[src/rtl/tsbp_pkg.sv]
package tsbp_pkg;
  localparam int DW       = 64;  // word width
  localparam int CTX_W    = 13;  // context field width in the tag word
  localparam int EXP_W    = 4;   // buffer size exponent width
  localparam int CODE_W   = 3;   // page-size code width
  localparam int SPLIT_B  = 12;  // split flag position in a base
  localparam int CODE0_LO = 0;   // page-size code for class 0
  localparam int CODE1_LO = 8;   // page-size code for class 1
  localparam int SHIFT_W  = 6;
  localparam int SIDES    = 2;
  localparam int SETS     = 2;
  localparam int SLOTS    = SIDES * 2;

  typedef logic [DW-1:0] word_t;

  typedef struct packed {
    word_t base0;
    word_t base1;
    word_t cfg;
  } regset_t;

  typedef enum logic [1:0] {
    K_BASE0 = 2'd0,
    K_BASE1 = 2'd1,
    K_CFG   = 2'd2,
    K_NONE  = 2'd3
  } wkind_e;
endpackage

[src/rtl/tsbp_regs.sv]
module tsbp_regs
  import tsbp_pkg::*;
(
  input  logic                          clk,
  input  logic                          rst_n,
  input  logic                          wr_en,
  input  logic                          wr_side,
  input  logic                          wr_set,
  input  logic [1:0]                    wr_kind,
  input  word_t                         wr_data,
  output regset_t [SIDES-1:0][SETS-1:0] sets_o
);
  for (genvar s = 0; s < SIDES; s++) begin : g_side
    for (genvar t = 0; t < SETS; t++) begin : g_set
      regset_t q, d;
      logic    hit;

      always_comb begin
        hit = wr_en && (wr_side == 1'(s)) && (wr_set == 1'(t));
        d   = q;
        if (hit) begin
          case (wkind_e'(wr_kind))
            K_BASE0: d.base0 = wr_data;
            K_BASE1: d.base1 = wr_data;
            K_CFG:   d.cfg   = wr_data;
            default: d       = q;
          endcase
        end
      end

      always_ff @(posedge clk or negedge rst_n) begin
        if (!rst_n)   q <= '0;
        else if (hit) q <= d;
      end

      assign sets_o[s][t] = q;
    end
  end


  ignore_kind_chk: assert property (@(posedge clk) disable iff (!rst_n)
    (wr_en && wr_kind == 2'd3) |=> $stable(sets_o));
endmodule

[src/rtl/tsbp_ptr_calc.sv]
module tsbp_ptr_calc
  import tsbp_pkg::*;
(
  input  regset_t zset,
  input  regset_t nset,
  input  word_t   tag,
  input  logic    cls,
  output word_t   ptr
);
  regset_t             sel;
  word_t               base;
  logic [EXP_W-1:0]    sz_exp;
  logic [CODE_W-1:0]   code;
  logic [SHIFT_W-1:0]  shamt;
  logic [SHIFT_W-1:0]  top_bit;
  word_t               mask;
  word_t               split_bit;

  always_comb begin
    sel       = (tag[CTX_W-1:0] == '0) ? zset : nset;
    base      = cls ? sel.base1 : sel.base0;
    sz_exp    = base[EXP_W-1:0];
    code      = cls ? sel.cfg[CODE1_LO +: CODE_W] : sel.cfg[CODE0_LO +: CODE_W];
    shamt     = SHIFT_W'(9) + SHIFT_W'(code) * SHIFT_W'(3);
    top_bit   = SHIFT_W'(CTX_W) + SHIFT_W'(sz_exp);
    mask      = ((word_t'(1) << top_bit) - word_t'(1)) & ~word_t'(15);
    split_bit = (cls && base[SPLIT_B]) ? (word_t'(1) << top_bit) : '0;
    ptr       = {base[DW-1:CTX_W], {CTX_W{1'b0}}} | split_bit | ((tag >> shamt) & mask);
  end
endmodule

[src/rtl/tsbp_gen.sv]
module tsbp_gen
  import tsbp_pkg::*;
(
  input  logic                  clk,
  input  logic                  rst_n,
  input  logic                  wr_en,
  input  logic                  wr_side,
  input  logic                  wr_set,
  input  logic [1:0]            wr_kind,
  input  logic [DW-1:0]         wr_data,
  input  logic                  req_valid,
  input  logic                  req_all,
  input  logic                  req_side,
  input  logic                  req_class,
  input  logic [DW-1:0]         req_va,
  input  logic [CTX_W-1:0]      req_ctx,
  output logic                  rsp_valid,
  output logic                  rsp_all,
  output logic [SLOTS*DW-1:0]   rsp_ptr
);
  logic [1:0] rst_sync_q;
  logic       rst_ok;

  always_ff @(posedge clk or negedge rst_n) begin
    if (!rst_n) rst_sync_q <= 2'b00;
    else        rst_sync_q <= {rst_sync_q[0], 1'b1};
  end
  assign rst_ok = rst_sync_q[1];

  regset_t [SIDES-1:0][SETS-1:0] sets;

  tsbp_regs u_regs (
    .clk     (clk),
    .rst_n   (rst_ok),
    .wr_en   (wr_en),
    .wr_side (wr_side),
    .wr_set  (wr_set),
    .wr_kind (wr_kind),
    .wr_data (wr_data),
    .sets_o  (sets)
  );

  word_t tag;
  assign tag = {req_va[DW-1:CTX_W], req_ctx};

  logic [SLOTS*DW-1:0] ptr_d, ptr_q;
  logic                valid_q, all_q;

  for (genvar k = 0; k < SLOTS; k++) begin : g_slot
    localparam int SD = k / 2;
    localparam int CL = k % 2;
    logic  side_k, cls_k;
    word_t raw;

    always_comb begin
      if (k == 0) begin
        side_k = req_all ? 1'b0 : req_side;
        cls_k  = req_all ? 1'b0 : req_class;
      end else begin
        side_k = (SD != 0);
        cls_k  = (CL != 0);
      end
    end

    tsbp_ptr_calc u_calc (
      .zset (sets[side_k][0]),
      .nset (sets[side_k][1]),
      .tag  (tag),
      .cls  (cls_k),
      .ptr  (raw)
    );

    always_comb ptr_d[k*DW +: DW] = (k == 0 || req_all) ? raw : '0;
  end

  always_ff @(posedge clk or negedge rst_ok) begin
    if (!rst_ok) begin
      valid_q <= 1'b0;
      all_q   <= 1'b0;
      ptr_q   <= '0;
    end else begin
      valid_q <= req_valid;
      if (req_valid) begin
        all_q <= req_all;
        ptr_q <= ptr_d;
      end
    end
  end

  assign rsp_valid = valid_q;
  assign rsp_all   = all_q;
  assign rsp_ptr   = ptr_q;


  rsp_on_req_chk: assert property (@(posedge clk) disable iff (!rst_ok)
    req_valid |=> rsp_valid);

  rsp_quiet_chk: assert property (@(posedge clk) disable iff (!rst_ok)
    !req_valid |=> (!rsp_valid && $stable(rsp_ptr)));

  single_clear_chk: assert property (@(posedge clk) disable iff (!rst_ok)
    (rsp_valid && !rsp_all) |-> (rsp_ptr[SLOTS*DW-1:DW] == '0));

  align_chk: assert property (@(posedge clk) disable iff (!rst_ok)
    rsp_valid |-> (rsp_ptr[3:0] == 4'd0 && rsp_ptr[DW+3:DW] == 4'd0 &&
                   rsp_ptr[2*DW+3:2*DW] == 4'd0 && rsp_ptr[3*DW+3:3*DW] == 4'd0));
endmodule

[config.mk]
export PLATFORM = sky130hd
export DESIGN_NAME = tsbp_gen
export DESIGN_NICKNAME = d
export VERILOG_FILES = /design/src/rtl/tsbp_pkg.sv /design/src/rtl/tsbp_regs.sv /design/src/rtl/tsbp_ptr_calc.sv /design/src/rtl/tsbp_gen.sv
export SDC_FILE = /design/constraint.sdc
export NUM_CORES = 2
export LEC_CHECK = 0
export BUFFER_PORTS_ARGS = -buffer_cell sky130_fd_sc_hd__buf_2
export CAP_MARGIN = 20
export CORE_UTILIZATION = 55
export DETAILED_ROUTE_END_ITERATION = 8
export PLACE_DENSITY = 0.82
export RECOVER_POWER = 25
export SETUP_SLACK_MARGIN = 0.3
export SYNTH_ARGS = -nofsm -noshare
export SYNTH_HDL_FRONTEND = slang
export SYNTH_SLANG_ARGS = --single-unit
[constraint.sdc]
create_clock -name clk -period 37.3 [get_ports clk]
set_input_delay 7.46 -clock clk [delete_from_list [all_inputs] [get_ports clk]]
set_output_delay 7.46 -clock clk [all_outputs]
set_load 0.02 [all_outputs]
After elaboration in Yosys (flattened, before gate mapping)
Index checks and enable logic that the tools add are counted.
- add/sub/neg operators: 12
- multiply operators: 4
- $lt $le $gt $ge: 1
- eq/ne operators: 2
- shift-type cells: 8
- muxes and demuxes: 15
- bitwise operators: 13
- reductions and logical operators: 21
- operators with widths (kind ; count):
    $mux W384 ; 2
    $mux W64 ; 7
    $or A64 B64 Y64 ; 7
    $mux W192 ; 2
    $and A64 B64 Y64 ; 4
    $shl A1 B6 Y64 const A ; 4
    $shr A64 B6 Y64 ; 4
    $sub A64 B1 Y64 const B ; 4
    $mux W128 ; 1
    $add A4 B5 Y6 const A ; 4
    $reduce_and A2 Y1 ; 12
    $add A4 B4 Y5 const A ; 4
    $mul A3 B2 Y5 const B ; 4
    $logic_not A13 Y1 ; 1
    $logic_and A1 B1 Y1 ; 7
    $mux W3 ; 1
    $eq A2 B1 Y1 const B ; 1
    $eq A2 B2 Y1 const B ; 1
    $logic_not A2 Y1 ; 1
    $lt A1 B2 Y1 const B ; 1
    $mux W1 ; 2
    $not A1 Y1 ; 2
- register bits after elaboration: 1028
- output and inout bits: 258

Longest topological paths before layout
- depth after elaboration: 10
- mapped depth: 22
- depth with buffers taken out: 18

Cells and area by module
Synthesis repeated with hierarchy kept, for this count alone.
- cell total of the unflattened synthesis: 5025
- area, all modules: 63758.6 um^2
- by module, submodules not included (module ; times used ; cells an instance ; area an instance (um^2)):
    tsbp_regs ; 1 ; 1699 ; 28881.4
    tsbp_gen ; 1 ; 1404 ; 16369.4
    tsbp_ptr_calc (g_slot[0].u_calc ...) ; 2 ; 518 ; 4780.8
    tsbp_ptr_calc (g_slot[1].u_calc ...) ; 2 ; 443 ; 4473.0

Worst setup path after synthesis
OpenSTA, ideal clock, no wires.
- kind: input to register
- start: input req_ctx[3]
- end: register ptr_q[27], in the netlist rsp_ptr[27]
- library setup time: 0.126 ns
- data arrival time: 12.055 ns
- data required time: 37.174 ns
- path slack: 25.119 ns
- stages on the path: 19
- cell sequence: nor4_2 > and4_1 > buf_4 > clkbuf_1 > buf_2 > clkbuf_1 > nand2_1 > a21oi_1 > a21oi_1 > o21ai_0 > ha_1 > fa_1 > inv_2 > clkbuf_1 > mux4_2 > a222oi_1 > nor2_1 > a211oi_1 > o21ai_0
- cells in the longest elaborated chain, start to end: 8
- RTL lines (element ; line ; source):
    start: declaration ; tsbp_gen.sv:16 ; input logic [CTX_W-1:0] req_ctx,
    $logic_not A13 Y1 ; tsbp_ptr_calc.sv:20 ; sel = (tag[CTX_W-1:0] == '0) ? zset : nset;
    $mux W192 ; tsbp_ptr_calc.sv:20 ;
    $mux W3 / $mux W64 (equally long branches) ; tsbp_ptr_calc.sv:23, tsbp_ptr_calc.sv:21 ;
    $mul A3 B2 Y5 / $add A4 B4 Y5 (equally long branches) ; tsbp_ptr_calc.sv:24, tsbp_ptr_calc.sv:25 ;
    $add A4 B5 Y6 / $shl A1 B6 Y64 (equally long branches) ; tsbp_ptr_calc.sv:24, tsbp_ptr_calc.sv:26, tsbp_ptr_calc.sv:27 ;
    $shr A64 B6 Y64 (tied with other cells) ; tsbp_ptr_calc.sv:28 ; ptr = {base[DW-1:CTX_W], {CTX_W{1'b0}}} | split_bit | ((tag >> shamt) & mask);
    $and A64 B64 Y64 / $or A64 B64 Y64 (equally long branches) ; tsbp_ptr_calc.sv:28 ;
    $or A64 B64 Y64 (*) ; tsbp_ptr_calc.sv:28 ;
    end signal: assignment ; tsbp_gen.sv:85 ; ptr_q <= ptr_d;
    end: declaration ; tsbp_gen.sv:46 ; logic [SLOTS*DW-1:0] ptr_d, ptr_q;
Every way passes the cells marked *; elsewhere a longest branch is shown, timed or not.
A chain may end at the register's enable or synchronous reset.

Final worst setup path
- start: input req_ctx[10]
- end: register ptr_q[22], in the netlist rsp_ptr[22]
The elaborated chain is that of the path after synthesis.

==> results.md <==
* Status: finished, violations left
* Failing checks: max-capacitance violations, max-slew violations
* Largest area contributor in the netlist: dfrtp_1
* Cell variety after synth at 84
* Cells after Synth at a little over 4000
* Worst r2r src: rst_sync_q[1]
* Synth top area share at 0.413
* Initial DRC Count at ~5500
* HP Class: flip-flop to flip-flop
* Starting Density at 0.556
* Most numerous cell in the Yosys netlist: dfrtp_1
* Critical hold path startpoint: rst_sync_q[0]
* Core footprint at 78900 um2
* Setup WS pre-CTS at between 20 and 25 ns
* Maximum vdd drop at roughly 0.045 mV
* Num CTS Buffers at 79
* Crit. End Element: flip-flop
* CP Launch Type: input pin
* Crit Path Max Fanout at 70
* Count of final setup violators at 0
* EDFF count, synth at 0
* Slew Viols, Final at approximately 460
* Vias in the first global route at 36300
* Setup TNS Final at 0 ns
* Global-route wire length before repair at about 230000 um
* Lkg Pwr at 22.0 nW
* Power per standard cell area at approximately 70 nW/um2
* Syn-to-layout area delta at 11.9%
* GRT Overall Usage at 0.366
* Share of post-route cells with drive strength above 1 at 0.305
* Clk_skew at between 0.04 and 0.05 ns
* CTS root buffer: clkbuf_16
* Antenna violations before repair at 27
* Fin nets at 4409
* Largest net degree at the start of global routing at around 190
* Register area share after synthesis at 0.413
* Horiz. Die Dim at 284 um
* Synthesis Warnings at 0
* Post-Synthesis Mean Instance Area at ~11 um2
* Routed WL per cell at ~28 um
* Crit path kind: input pin to flip-flop
* Worst-path clk slew at 0.06 ns
* Post-route ant nets at 0
* Crit path required time at approximately 38 ns
* Max clock buf depth at 3
* CP Launch Point: req_ctx[10]
* Site row count at 103
* RePlAce Congestion at between 1 and 1.5
* RSZ-0062 raised after global routing: no
* Worst skew pair latency at around 0.66 ns
* Die Ht at ~280 um
* CTS hold repair buffers at 0
* Port Buf Inserts at 387
* Synth top area cells: dfrtp_1, mux2_2, mux4_2
* Initial DRT Pass Iterations at 7
* Slew Limit Headroom at -5.12
* Htree depth at 3
* Util after Layout at 0.622
* IO Count at 410
* Final Hold Fails at 0
* Synth cell count leaders: dfrtp_1, nand2_1, mux2_2
* Yosys reg bits at 724
* Total Die Area at between 80000 and 90000 um2
* DRT Wirelength at 151000 um
* CTS tree: done
* Filler cells at 6101
* Final worst-path setup slack at around 23 ns
* Congestion Overflow GR at 0
* Vias at 37300
* # clock sinks at just over 700
* Average via count per standard cell at between 6 and 7
* Fmax at a little over 0.07 GHz
* Ys async rst share at 1.00
* Maxcap violations at 4
* Post-synth top flop: dfrtp_1
* Period Utilization, post-route at 0.376
* Final min period at around 14 ns
* Actual slew at the worst max-slew pin at 9.19 ns
* Arrival time worst endpoint at ~15 ns
* Post-CTS Resized at 0
* Hpwl dp at ~96000 um
* DRC viols at 0
* Synthesized cell area at between 40000 and 50000 um2
* # Post-CTS Setup Buffers at 0
==> path summary, 6_finish.rpt <==
check / endpoint / slack, ns / depth (start not counted)
worst min-delay path: rst_sync_q[1] / 0.36 / 0
max in group asynchronous: u_regs.sets_o[84] / 26.30 / 1
worst max register to register: u_regs.sets_o[84] / 26.30 / 1
worst max-delay path: rsp_ptr[22] / 23.26 / 18
min in group asynchronous: u_regs.sets_o[184] / 1.05 / 0
worst min register to register: rst_sync_q[1] / 0.36 / 0
==> metrics by stage <==
| stage | total power, mW | instance area (um2) | hold WS [ns] | cells |
|---|---|---|---|---|
| finish | 3.39 | 49100 | 0.356 | 5374 |
| global route | 3.53 | 49000 | 0.374 | 5363 |
| CTS | 3.35 | 48900 | 0.362 | 5349 |
| detailed placement | 2.51 | 46200 | 0.340 | 5205 |
| global placement | 2.48 | 46200 | 0.336 | 5205 |
| floorplan | 2.11 | 43800 | 0.331 | 4097 |
==> layout by cell type (no fill, tap or decap), types with 42 or more instances in the layout <==
| cell type | n |
|---|---|
| nand2_1 | 591 |
| mux2i_1 | 412 |
| nand3_1 | 312 |
| clkbuf_16 | 79 |
| o21ai_0 | 64 |
| buf_4 | 53 |
| a31oi_1 | 46 |
| mux2_2 | 491 |
| nor2_1 | 176 |
| mux4_2 | 187 |
| buf_2 | 386 |
| a21oi_1 | 129 |
| o22ai_1 | 42 |
| dfrtp_1 | 724 |
| o2bb2ai_1 | 110 |
==> sequential cells by signal (all words and copies together) (netlist names) <==
register	count
rsp_valid	1
rsp_ptr	252
u_regs.sets_o	468
rsp_all	1
rst_sync_q	2
==> area by class of cell <==
class	instances	area, um2	area share
tap	1050	1310	0.0268
sequential	724	18100	0.369
clock buffer	105	2200	0.0449
clock inverter	39	572	0.0117
multi-input combinational	2959	24200	0.494
timing repair buffer	450	2480	0.0505
antenna	20	50.0	0.00102
inverter	27	106	0.00217
==> logic make-up (layout without fill, tap and decap cells) <==
kind of cell	Yosys count	after routing	synth area share
simple gates	1211	1211	0.120
mux	1095	1095	0.318
flops	724	724	0.413
compound gates	624	624	0.103
buf+inv	414	621	0.0384
fa+ha+maj	16	16	0.00525
xor+xnor	8	8	0.00177
other cells	2	25	0.000171
==> power by group <==
part / switching, mW / internal [mW] / total, mW
Sequential: 0.152 / 0.967 / 1.12
Clock: 0.357 / 0.480 / 0.837
Combinational: 0.837 / 0.602 / 1.44
==> layer usage <==
layer	part of all wire	global-route usage	wire, um
met1	0.36	0.475	54800
met2	0.43	0.535	65000
met3	0.14	0.126	20500
met4	0.071	0.210	10700
met5	0.00083	0	125
==> critical path, cell delays in order <==
cell and delay, ns:
buf_2 0.09, nor3_1 0.07, nand4_4 0.10, buf_4 0.79, buf_4 0.87, nand2_1 0.11
nand2_1 0.32, a21oi_1 0.11, o21ai_0 0.53, ha_1 0.34, buf_4 0.24, inv_1 0.75
buf_4 0.42, nand2_1 0.41, o2111ai_1 0.47, o22ai_1 0.15, o311ai_0 0.97, a21oi_1 0.16
Power figures use the tool's default switching activity.
